`src/rtl/win_pkg.sv`:
```
// Shared types and constants for the partial window address generator.
// Assumes 16-bit coordinates, because each address goes out as a low byte
// then a high byte.
package win_pkg;
    localparam int COORD_W  = 16;
    localparam int N_BYTES  = 18;
    localparam int IDX_W    = $clog2(N_BYTES);

    localparam logic [7:0] CMD_ENTRY = 8'h11;
    localparam logic [7:0] MODE_XINC_YDEC = 8'h01;
    localparam logic [7:0] CMD_XWIN  = 8'h44;
    localparam logic [7:0] CMD_YWIN  = 8'h45;
    localparam logic [7:0] CMD_XCNT  = 8'h4E;
    localparam logic [7:0] CMD_YCNT  = 8'h4F;

    // Resolved window in controller address terms
    typedef struct packed {
        logic [COORD_W-1:0] x_first;
        logic [COORD_W-1:0] x_last;
        logic [COORD_W-1:0] y_top;
        logic [COORD_W-1:0] y_bot;
    } win_t;
endpackage

```
`src/rtl/win_check.sv`:
```
// Validates a region and converts it into mirrored controller addresses.
// Purely combinational. Its outputs are meaningful only when ok is high.
module win_check
    import win_pkg::*;
#(
    parameter int PANEL_W = 800,
    parameter int PANEL_H = 480,
    parameter int ALIGN   = 8
) (
    input  logic [COORD_W-1:0] x,
    input  logic [COORD_W-1:0] y,
    input  logic [COORD_W-1:0] w,
    input  logic [COORD_W-1:0] h,
    output logic               ok,
    output win_t               win
);
    localparam int AL_BITS = $clog2(ALIGN);
    localparam logic [COORD_W:0] LIM_W = (COORD_W+1)'(PANEL_W);
    localparam logic [COORD_W:0] LIM_H = (COORD_W+1)'(PANEL_H);

    logic             aligned;
    logic [COORD_W:0] x_span, y_span;

    // Alignment test; a unit alignment needs no test at all
    generate
        if (AL_BITS == 0) begin : g_noalign
            assign aligned = 1'b1;
        end else begin : g_align
            assign aligned = (x[AL_BITS-1:0] == '0) && (w[AL_BITS-1:0] == '0);
        end
    endgenerate

    // Range test on widened sums, so that no carry is lost
    always_comb begin
        x_span = {1'b0, x} + {1'b0, w};
        y_span = {1'b0, y} + {1'b0, h};
        ok = aligned && (w != '0) && (h != '0) && (x_span <= LIM_W) && (y_span <= LIM_H);
    end

    // Address derivation with the row axis mirrored
    always_comb begin
        win.x_first = x;
        win.x_last  = x + w - 1'b1;
        win.y_bot   = COORD_W'(PANEL_H) - y - h;
        win.y_top   = COORD_W'(PANEL_H - 1) - y;
    end
endmodule

```
`src/rtl/win_seq.sv`:
```
// Stream sequencer: accepts a request when idle, holds the resolved window,
// and steps a byte index on each downstream handshake. Raises done after the
// final byte and err for a rejected request.
module win_seq
    import win_pkg::*;
(
    input  logic             clk,
    input  logic             rst_n,
    input  logic             start,
    input  logic             ok,
    input  win_t             win_in,
    input  logic             out_ready,
    output logic             active,
    output logic [IDX_W-1:0] idx,
    output win_t             win_q,
    output logic             done,
    output logic             err
);
    localparam logic [IDX_W-1:0] LAST = IDX_W'(N_BYTES - 1);

    logic accept, step, last_step;

    // Handshake decode
    always_comb begin
        accept    = start && !active;
        step      = active && out_ready;
        last_step = step && (idx == LAST);
    end

    // State, index and window register
    always_ff @(posedge clk) begin
        if (!rst_n) begin
            active <= 1'b0;
            idx    <= '0;
            win_q  <= '0;
            done   <= 1'b0;
            err    <= 1'b0;
        end else begin
            done <= last_step;
            err  <= accept && !ok;
            if (accept && ok) begin
                active <= 1'b1;
                idx    <= '0;
                win_q  <= win_in;
            end else if (last_step) begin
                active <= 1'b0;
                idx    <= '0;
            end else if (step) begin
                idx <= idx + 1'b1;
            end
        end
    end

    AST_IDX_HOLD: assert property (@(posedge clk) disable iff (!rst_n)
        active && !out_ready |=> active && $stable(idx)) else $error("idx moved without handshake");
    AST_DONE_CAUSE: assert property (@(posedge clk) disable iff (!rst_n)
        $past(rst_n) && done |-> $past(active && out_ready && idx == LAST)) else $error("done without final byte");
    AST_ERR_IDLE: assert property (@(posedge clk) disable iff (!rst_n)
        err |-> !active) else $error("err during stream");
    AST_WIN_STABLE: assert property (@(posedge clk) disable iff (!rst_n)
        active && $past(active) |-> $stable(win_q)) else $error("window changed mid stream");
endmodule

```
`src/rtl/win_mux.sv`:
```
// Byte selector: maps the stream index onto a command or an address byte.
// Combinational; the order of the bytes is the controller's command protocol.
module win_mux
    import win_pkg::*;
(
    input  logic [IDX_W-1:0] idx,
    input  win_t             win,
    output logic [7:0]       byte_o,
    output logic             is_cmd
);
    // Index to byte lookup
    always_comb begin
        is_cmd = 1'b0;
        byte_o = 8'h00;
        case (idx)
            5'd0:  begin is_cmd = 1'b1; byte_o = CMD_ENTRY; end
            5'd1:  byte_o = MODE_XINC_YDEC;
            5'd2:  begin is_cmd = 1'b1; byte_o = CMD_XWIN; end
            5'd3:  byte_o = win.x_first[7:0];
            5'd4:  byte_o = win.x_first[15:8];
            5'd5:  byte_o = win.x_last[7:0];
            5'd6:  byte_o = win.x_last[15:8];
            5'd7:  begin is_cmd = 1'b1; byte_o = CMD_YWIN; end
            5'd8:  byte_o = win.y_top[7:0];
            5'd9:  byte_o = win.y_top[15:8];
            5'd10: byte_o = win.y_bot[7:0];
            5'd11: byte_o = win.y_bot[15:8];
            5'd12: begin is_cmd = 1'b1; byte_o = CMD_XCNT; end
            5'd13: byte_o = win.x_first[7:0];
            5'd14: byte_o = win.x_first[15:8];
            5'd15: begin is_cmd = 1'b1; byte_o = CMD_YCNT; end
            5'd16: byte_o = win.y_top[7:0];
            5'd17: byte_o = win.y_top[15:8];
            default: ;
        endcase
    end
endmodule

```
`src/rtl/win_addr_gen.sv`:
```
// Partial window address command generator, top level.
// Checks a region, mirrors its rows, and streams the tagged setup bytes
// under a valid/ready handshake. Assumes the downstream framer
// serialises the bytes in the order it accepts them.
module win_addr_gen
    import win_pkg::*;
#(
    parameter int PANEL_W = 800,
    parameter int PANEL_H = 480,
    parameter int ALIGN   = 8
) (
    input  logic               clk,
    input  logic               rst_n,
    input  logic               req_valid,
    input  logic [COORD_W-1:0] req_x,
    input  logic [COORD_W-1:0] req_y,
    input  logic [COORD_W-1:0] req_w,
    input  logic [COORD_W-1:0] req_h,
    output logic               out_valid,
    input  logic               out_ready,
    output logic [7:0]         out_byte,
    output logic               out_cmd,
    output logic               done,
    output logic               err
);
    logic             ok;
    win_t             win_c, win_q;
    logic [IDX_W-1:0] idx;
    logic             active;

    win_check #(.PANEL_W(PANEL_W), .PANEL_H(PANEL_H), .ALIGN(ALIGN)) u_check (
        .x(req_x), .y(req_y), .w(req_w), .h(req_h), .ok(ok), .win(win_c)
    );

    win_seq u_seq (
        .clk(clk), .rst_n(rst_n), .start(req_valid), .ok(ok), .win_in(win_c),
        .out_ready(out_ready), .active(active), .idx(idx), .win_q(win_q),
        .done(done), .err(err)
    );

    win_mux u_mux (.idx(idx), .win(win_q), .byte_o(out_byte), .is_cmd(out_cmd));

    assign out_valid = active;

    AST_HOLD_BYTE: assert property (@(posedge clk) disable iff (!rst_n)
        out_valid && !out_ready |=> out_valid && $stable(out_byte) && $stable(out_cmd)) else $error("byte not held");
    AST_FIRST_BYTE: assert property (@(posedge clk) disable iff (!rst_n)
        $rose(out_valid) |-> out_cmd && out_byte == CMD_ENTRY) else $error("stream did not open with entry command");
    AST_DONE_IDLE: assert property (@(posedge clk) disable iff (!rst_n)
        done |-> !out_valid && !err) else $error("done overlaps stream or err");
    AST_ERR_SILENT: assert property (@(posedge clk) disable iff (!rst_n)
        err |-> !out_valid) else $error("bytes after rejection");
endmodule

```
`config.mk`:
```
export PLATFORM = sky130hd
export DESIGN_NAME = win_addr_gen
export DESIGN_NICKNAME = d
export VERILOG_FILES = /design/src/rtl/win_pkg.sv /design/src/rtl/win_check.sv /design/src/rtl/win_seq.sv /design/src/rtl/win_mux.sv /design/src/rtl/win_addr_gen.sv
export SDC_FILE = /design/constraint.sdc
export NUM_CORES = 1
export LEC_CHECK = 0
export ABC_AREA = 1
export BUFFER_PORTS_ARGS = -buffer_cell sky130_fd_sc_hd__buf_2
export CORE_MARGIN = 3
export CORE_UTILIZATION = 54
export CTS_CLUSTER_SIZE = 20
export DETAILED_ROUTE_END_ITERATION = 10
export PLACE_DENSITY = 0.74
export RECOVER_POWER = 50
export SLEW_MARGIN = 20
export SYNTH_ARGS = -nofsm -noshare
export SYNTH_HDL_FRONTEND = slang
export SYNTH_HIERARCHICAL = 1
export SYNTH_SLANG_ARGS = --single-unit
```
`constraint.sdc`:
```
create_clock -name clk -period 3.7 [get_ports clk]
set_input_delay 0.37 -clock clk [delete_from_list [all_inputs] [get_ports clk]]
set_output_delay 0.37 -clock clk [all_outputs]
set_load 0.01 [all_outputs]
```
Word-level counts from Yosys, hierarchy flattened

Cells that the tools add are included.

Latch bits: 0
Output and inout port bits: 12
Memories kept: 0
Memory bits (read-only): 0
Bits in writable memories: 0
Register bits: 72
Input bits: 68

Bitwise gates (word level): 1
Equality and inequality tests: 17
Add/sub/neg operators: 8
Multiplexer cells: 4
Div/mod/pow operators: 0
Reduce and logical (&&, ||, !) cells: 24
$lt $le $gt $ge: 2
Shifts and indexed selects: 0
Multipliers: 0

Operators with widths:

| kind                                                                    | number |
|---|---|
| 8-bit one-hot mux with 14 select lines                                  | 1 |
| 5-bit by 4-bit == test with 1-bit output, second input constant         | 8 |
| 16-bit by 16-bit adder with 17-bit output                               | 2 |
| 16-bit nonzero test                                                     | 2 |
| 9-bit by 16-bit subtractor with 16-bit output, first input constant     | 2 |
| 5-bit by 3-bit == test with 1-bit output, second input constant         | 4 |
| 17-bit by 10-bit <= comparator with 1-bit output, second input constant | 1 |
| 17-bit by 9-bit <= comparator with 1-bit output, second input constant  | 1 |
| 16-bit adder                                                            | 1 |
| 16-bit by 1-bit subtractor with 16-bit output, second input constant    | 1 |
| 16-bit subtractor                                                       | 1 |
| 5-bit by 2-bit == test with 1-bit output, second input constant         | 2 |
| 5-bit == test, second input constant                                    | 2 |
| 1-bit logical AND                                                       | 10 |
| 2-bit OR reduction                                                      | 4 |
| 3-bit zero test                                                         | 2 |
| 5-bit by 1-bit adder with 5-bit output, second input constant           | 1 |
| 5-bit by 1-bit == test with 1-bit output, second input constant         | 1 |
| 5-bit zero test                                                         | 1 |
| 5-bit OR reduction                                                      | 1 |
| 1-bit two-way mux                                                       | 3 |
| 3-bit OR reduction                                                      | 1 |
| 1-bit zero test                                                         | 2 |
| 2-bit nonzero test                                                      | 1 |
| 1-bit inverter                                                          | 1 |

Depth between registers and ports, before layout

Gate-level depths: netlist of run 1.

Depth in word-level cells: 8
Depth in mapped cells: 22

Cells and area by module

Netlist of run 1, hierarchy kept.

By module, submodules not included:

| module    | times used | area an instance (sq um) | cells each | sequential area each (sq um) |
|---|---|---|---|---|
| win_check | 1          | 4300.4                   | 731        | 0.0 |
| win_seq   | 1          | 3051.7                   | 327        | 1441.4 |
| win_mux   | 1          | 780.7                    | 177        | 0.0 |

Worst setup path before layout of run 1

OpenSTA, ideal clock, no wires.

Kind: input to register
From: in req_x[0]
To: reg u_seq/win_q[26] (netlist name)
Setup time: 0.115 ns
Data arrival time: 2.537 ns
Path buffers: 2
Data required time: 3.585 ns
Slack: 1.047 ns
Stages: 17
Cells stage by stage: ha_1 > fa_1 > or2_2 > nor2_1 > nand3_1 > nand2_1 > nand3_1 > nand2_1 > nand2_1 > nor2_1 > nand3_1 > nor2_1 > nand3_4 > buf_12 > buf_12 > o21ai_2 > a21oi_2

Longest elaborated chain between the ends: 7
Elaborated cells on any way between the ends: 9

RTL lines:

| what                                                                              | RTL line           | source |
|---|---|---|
| start: declaration                                                                | win_addr_gen.sv:15 | `input logic [COORD_W-1:0] req_x,` |
| branches (longest 4 deep; another with 16-bit by 16-bit adder with 17-bit output) | n/a                |  |
| 1-bit logical AND * (2 in a row)                                                  | win_check.sv:37    | `ok = aligned && (w != '0) && (h != '0) && (x_span <= LIM_W) && (y_span <= LIM_H);` |
| via ok                                                                            | win_addr_gen.sv:26 | `logic ok;` |
| 1-bit logical AND *                                                               | win_seq.sv:41      | `if (accept && ok) begin` |

Mark *: on every way through the listed nets, which the timed path passes.
A chain may end at the register's enable or synchronous reset.

Final worst setup path of run 1

From: in req_x[0]
To: reg u_seq/win_q[63] (netlist name)

Longest elaborated chain between the ends: 7
Elaborated cells on any way between the ends: 9

RTL lines:

| what                                                                              | RTL line |
|---|---|
| branches (longest 4 deep; another with 16-bit by 16-bit adder with 17-bit output) | n/a |
| 1-bit logical AND * (2 in a row)                                                  | win_check.sv:37 |
| via ok                                                                            | win_addr_gen.sv:26 |
| 1-bit logical AND *                                                               | win_seq.sv:41 |

Marked as above.

==> results of run 1 <==
==> sequential cells by signal, indices dropped and copies added, names as in the netlist <==
register / count
u_seq/idx: 5
u_seq/done: 1
u_seq/err: 1
u_seq/active: 1
u_seq/win_q: 64
==> layout make-up <==
| class | count | area share |
|---|---|---|
| clock inverter | 4 | 0.00884 |
| clock buffer | 12 | 0.0297 |
| multi-input combinational | 875 | 0.613 |
| sequential | 72 | 0.167 |
| timing repair buffer | 82 | 0.0484 |
| inverter | 246 | 0.107 |
| tap | 184 | 0.0267 |
==> Yosys cell counts (4+ instances only) <==
library cell / count
nand2_2: 15
nand2_1: 255
xnor2_1: 12
nand3_2: 6
xor2_1: 31
o21bai_1: 5
a21oi_1: 72
a21boi_2: 4
nand4_1: 12
nand3_1: 93
nand3b_1: 6
o21ai_0: 47
buf_4: 24
o21ai_1: 4
buf_6: 7
nor3_1: 8
ha_1: 90
dfxtp_1: 72
o31ai_1: 4
o21ai_2: 38
nor2_2: 15
inv_1: 241
fa_1: 7
nor2_1: 94
a21oi_2: 43
buf_12: 4
inv_2: 5
==> kinds of logic after synthesis <==
group,synth area share
adder cells (fa/ha/maj),0.156
AO/OA/AOI/OAI,0.181
AND/OR/NAND/NOR,0.277
flip-flops,0.177
buffers and inverters,0.160
XOR/XNOR,0.0483
==> per-stage QoR <==
stage               area, µm²  setup slack, ns  hold slack [ns]  power (mW)
detailed placement       8410            0.385            0.437        1.65
finish                   8640            0.538            0.386        2.59
global route             8640            0.213            0.378        2.74
global placement         8410            0.451            0.433        1.65
floorplan                8130             1.05            0.423        1.44
CTS                      8740            0.695            0.364        2.61
==> how the worst max path moves through the flow <==
stage	slack, ns	end	from	depth (start not counted)
6_report	0.54	u_seq/win_q[63]	req_x[0]	17
5_1_grt	0.21	u_seq/win_q[58]	req_x[0]	18
4_1_cts	0.70	u_seq/win_q[63]	req_x[0]	17
3_5_place_dp	0.38	u_seq/win_q[47]	req_x[0]	17
3_3_place_gp	0.45	u_seq/win_q[51]	req_x[0]	17
2_1_floorplan	1.05	u_seq/win_q[26]	req_x[0]	17
==> power by group through the flow <==
stage / clock, mW / combinational, mW / sequential (mW)
CTS: 0.966 / 0.863 / 0.776
finish: 0.953 / 0.858 / 0.776
detailed placement: 0 / 0.858 / 0.793
floorplan: 0 / 0.646 / 0.793
global placement: 0 / 0.852 / 0.793
global route: 0.998 / 0.966 / 0.776
==> tightest hold or removal path: cells and delay by family <==
kind / cells / cell delay [ns]
buf+inv: 1 / 0.14
simple gates: 2 / 0.15
==> layer usage <==
layer	wire length, µm	track usage
met5	0	0
met4	657	0.0939
met3	1080	0.0262
met2	9080	0.389
met1	10600	0.384
==> impl_metrics.yaml, run 1 <==
run_status:
  run_status: "complete, no violations"
power:
  seqPwrFrac: 0.300
  leakage_nw: 4.28
  combPwrFrac: 0.332
  p_sw_frac: 0.335
  ir_drop_uv: 207
  p_per_area_nw_per_um2: 299
  p_clk_frac: 0.368
  p_sw_uw: 867
  power.internal_mw: 1.72
synth:
  ys_types: 42
  yosysTopAreaCellShare: 0.177
  ys_warn_count: 6
  synth_seq_cells: 72
  synth_edf_count: 0
  syn_avg_cell_area_um2: 6.59
  syn_area_um2: 8130
  synth.net_count: 1400
  synth.area.top_cells: "dfxtp_1 (18%), ha_1 (14%), nand2_1 (12%)"
  yosysTopAreaCell: "dfxtp_1"
  synthCells: 1235
  synthArstFlopShare: 0
  yosysSeqAreaShare: 0.177
  synth_ff_type: "dfxtp_1"
critical_path:
  r2r-start: "u_seq/active"
  critical_path_class: "in2reg"
  slowest_stage: "fa_1"
  end_kind: "flip-flop"
  critPathMaxStageDelay_ns: 0.43
  arrival_ns: 3.36
  r2r-end: "u_seq/win_q[63]"
  path_max_fanout: 58
  path_buf_inv: 2
  r2r_cells: 5
  reg2reg_slack_ns: 2.05
  crit_required_ns: 3.89
  critPathLaunchType: "input pin"
  crit_chain: "clkbuf_1 -> ha_1 -> fa_1 -> or2_2 -> nor2_1 -> nand3_1 -> nand2_1 -> nand3_1 -> nand2_1 -> nand2_1 -> nor2_1 -> nand3_1 -> nor2_1 -> nand3_4 -> buf_4 -> o21ai_0 -> a21oi_2"
  crit_family: "simple AND/OR/NAND/NOR gates"
drt:
  wire_per_inst_um: 14.5
  vias: 7720
  wirelength_um: 21400
  ant_nets: 0
  drt-pass1-iter-count: 7
  remaining_drc_errors: 0
  vias_per_cell: 5.23
  first_iter_violations: 508
sta:
  slew_headroom: 0.497
  fin_skew_ns: 0.00445
  min_period_over_period: 0.854
  period_needed_ns: 3.16
  drv_slew: 0
  rsz0062_at_grt: "no"
  fmax_mhz: 316
  setup_viol: 0
  tns_ns: 0
  tightestPinTransition_ns: 0.752
  hold_violations: 0
cts:
  cts_setup_buffers: 0
  numCtsBuffers: 9
  cts_tree: "yes"
  ctsResizeCount: 0
  clk_pin_slew_ns: 0.05
  ctsRootBufferMaster: "clkbuf_16"
  clk_latency_ns: 0.33
  h-tree-depth: 3
  postCtsHoldBufs: 0
  clkSinkCount: 72
  clk_path_buf_depth: 2
grt:
  grt_pass1_wl_um: 34400
  first_global_vias: 6978
  grt_usage: 0.259
  antenna_found_initial: 0
  grt-ovfl-total: 0
  grt_max_degree: 73
cells_and_area:
  final_core_util: 0.590
  layout-drive-gt1-share: 0.149
  fillers: 1509
  nets: 1451
  antenna_cells: 0
  multi_input_area_um2: 5290
  layout.cells.non_filler: 1475
  layout_commonest_cell: "nand2_1"
  syn2layout_area_growth_pct: 6.20
  final_cell_mix: "nand2_1 (257), inv_1 (241), nor2_1 (96)"
  regArea_um2: 1440
worst_hold_path:
  hold_depth: 3
  min_delay_worst_endpoint: "u_seq/err"
  hold_start: "req_valid"
  hold_path_class: "in2reg"
die:
  coreArea_um2: 14600
  die_h_um: 129
  boundaryPins: 80
  initial_core_util: 0.555
  die-area_um2: 16600
  rows: 44
  die_w_um: 129
job:
  max_cap_violations: 0
place:
  place_inst: 1459
  hpwl_um: 17700
  place.gp.congestion: 0.941
  io_buffers: 79
No activity file was read; power rests on OpenSTA's default activity.
==> inputs of run 2 (changes only) <==
--- a/config.mk
+++ b/config.mk
@@ -7,11 +7,13 @@
 export LEC_CHECK = 0
 export ABC_AREA = 1
 export BUFFER_PORTS_ARGS = -buffer_cell sky130_fd_sc_hd__buf_2
+export CELL_PAD_IN_SITES_DETAIL_PLACEMENT = 1
+export CELL_PAD_IN_SITES_GLOBAL_PLACEMENT = 2
 export CORE_MARGIN = 3
-export CORE_UTILIZATION = 54
+export CORE_UTILIZATION = 34
 export CTS_CLUSTER_SIZE = 20
 export DETAILED_ROUTE_END_ITERATION = 10
-export PLACE_DENSITY = 0.74
+export PLACE_DENSITY_LB_ADDON = 0.1
 export RECOVER_POWER = 50
 export SLEW_MARGIN = 20
 export SYNTH_ARGS = -nofsm -noshare
==> constraint.sdc (replaced) <==
create_clock -name clk -period 3.04 [get_ports clk]
set_input_delay 0.304 -clock clk [delete_from_list [all_inputs] [get_ports clk]]
set_output_delay 0.304 -clock clk [all_outputs]
set_load 0.01 [all_outputs]
==> run 2 against run 1 <==
Count of clock-buffer cells in the layout fell by 1. Sequential share of layout area fell by 1.6 points. Die area rose by 56%. Via count rose by 4.3%. Combinational power rose by 40%. Cell count rose by 15%. Core utilization fell by 18 points. Routed wire length rose by 29%. Sequential power rose by 22%.
==> impl_metrics.yaml, run 2 (synthesized netlist as in run 1, its figures left out) <==
drt:
  vias: 8052
  vias_per_cell: 4.75
  first_iter_violations: 387
  wire_per_inst_um: 16.4
  drt-pass1-iter-count: 5
  wirelength_um: 27700
  remaining_drc_errors: 0
  ant_nets: 0
power:
  p_per_area_nw_per_um2: 345
  p_sw_mw: 1.13
  seqPwrFrac: 0.287
  power.internal_mw: 2.16
  combPwrFrac: 0.365
  p_sw_frac: 0.343
  p_clk_frac: 0.348
  ir_drop_uv: 212
  leakage_nw: 4.75
critical_path:
  crit_required_ns: 3.31
  end_kind: "flip-flop"
  critical_path_class: "in2reg"
  arrival_ns: 2.95
  critPathLaunchType: "input pin"
  path_max_fanout: 24
  crit_top_cell: "nand3_1"
  critPathMaxStageDelay_ns: 0.41
  slowest_stage: "fa_1"
  crit_chain: "buf_2 -> ha_1 -> fa_1 -> inv_1 -> nor2_1 -> nor2_2 -> inv_1 -> a21oi_1 -> nand3_1 -> nand2_1 -> nand3_1 -> nor2_1 -> nand3_1 -> nor2_2 -> nand3_4 -> buf_12 -> buf_12 -> buf_4 -> a21oi_2"
cells_and_area:
  fillers: 3109
  multi_input_area_um2: 5330
  regArea_um2: 1440
  final_core_util: 0.414
  layout-drive-gt1-share: 0.211
  final_cell_mix: "nand2_1 (256), inv_1 (242), nor2_1 (96)"
  largest_reg_flops: 64
  fin_area_um2: 9550
  max_flop_register: "u_seq/win_q"
  nets: 1542
  reg.largest.list: "u_seq/win_q: 64 flops, u_seq/idx: 5 flops"
  layout.cells.non_filler: 1694
  layout_commonest_cell: "nand2_1"
  syn2layout_area_growth_pct: 17.4
  antenna_cells: 0
cts:
  cts_tree: "yes"
  clkSinkCount: 72
  ctsRootBufferMaster: "clkbuf_16"
  clk_path_buf_depth: 2
  cts_setup_buffers: 0
  numCtsBuffers: 9
  clk_latency_ns: 0.34
  ctsResizeCount: 0
  h-tree-depth: 3
  clk_pin_slew_ns: 0.06
  postCtsHoldBufs: 0
sta:
  period_needed_ns: 2.68
  slew_headroom: 0.486
  fmax_mhz: 373
  drv_slew: 0
  fin_skew_ns: 0.00783
  hold_violations: 0
  worst_slack_ns: 0.356
  min_period_over_period: 0.883
  rsz0062_at_grt: "no"
  setup_viol: 0
  tightestPinTransition_ns: 0.771
  hold_slack_ns: 0.365
place:
  placed_cell_area_um2: 9310
  preCtsSetupSlack_ns: -0.104
  io_buffers: 79
  place_inst: 1679
  place.gp.congestion: 0.899
  hpwl_um: 24200
die:
  rows: 55
  coreArea_um2: 23100
  die-area_um2: 25800
  die_h_um: 161
  die_w_um: 161
  initial_core_util: 0.353
  boundaryPins: 80
grt:
  grt_max_degree: 39
  antenna_found_initial: 1
  first_global_vias: 8100
  grt_usage: 0.216
  grt_pass1_wl_um: 44100
  grt-ovfl-total: 0
job:
  max_cap_violations: 0
worst_hold_path:
  hold_path_class: "in2reg"
run_status:
  run_status: "complete, no violations"
run 2: changes by cell type in the layout (fill, tap and decap cells not counted), moves of 2 or more:
cell / delta
nand3_1: -2
buf_12: +4
buf_2: +2
nand3_2: +2
o21ai_0: -7
buf_4: +84
o21ai_2: +7
run 2: cell type report:
type | instances | area share
Clock buffer | 11 | 0.0254
Multi-Input combinational cell | 875 | 0.558
Timing Repair Buffer | 173 | 0.120
Clock inverter | 4 | 0.00812
Tap cell | 313 | 0.0410
Sequential cell | 72 | 0.151
Inverter | 246 | 0.0967
run 2: metrics by stage:
| stage | power (mW) | setup TNS (ns) |
|---|---|---|
| floorplan | 1.75 | 0 |
| global placement | 2.16 | -0.509 |
| detailed placement | 2.18 | -1.62 |
| CTS | 3.34 | 0 |
| global route | 3.53 | 0 |
| finish | 3.29 | 0 |
run 2: worst paths after layout:
path | start | slack (ns) | end | cells past startpoint
hold / removal | req_valid | 0.36 | u_seq/err | 3
setup reg to reg | u_seq/active | 1.57 | u_seq/idx[4] | 6
setup / recovery | req_y[6] | 0.36 | u_seq/win_q[36] | 19
hold reg to reg | u_seq/win_q[9] | 0.45 | u_seq/win_q[9] | 2
run 2: critical path: cells and delay by family:
kind / cells / cell delay (ns)
adder cells (fa/ha/maj): 2 / 0.63
buffers and inverters: 6 / 0.76
AND/OR/NAND/NOR: 9 / 0.96
AO/OA/AOI/OAI: 2 / 0.29
run 2: per-layer routing:
metal	track usage	share of wire	up-vias	wire length, µm
met2	0.334	0.43	115	11900
met1	0.326	0.53	3740	14700
met4	0.0477	0.015	0	423
met5	0	0	-	0
met3	0.0181	0.027	26	760
li1	-	-	4171	-
run 2: power groups by stage:
stage	Sequential [mW]	Clock, mW	Combinational, mW
floorplan	0.966	0	0.786
global placement	0.965	0	1.20
detailed placement	0.965	0	1.21
CTS	0.944	1.18	1.22
global route	0.944	1.23	1.36
finish	0.944	1.15	1.20
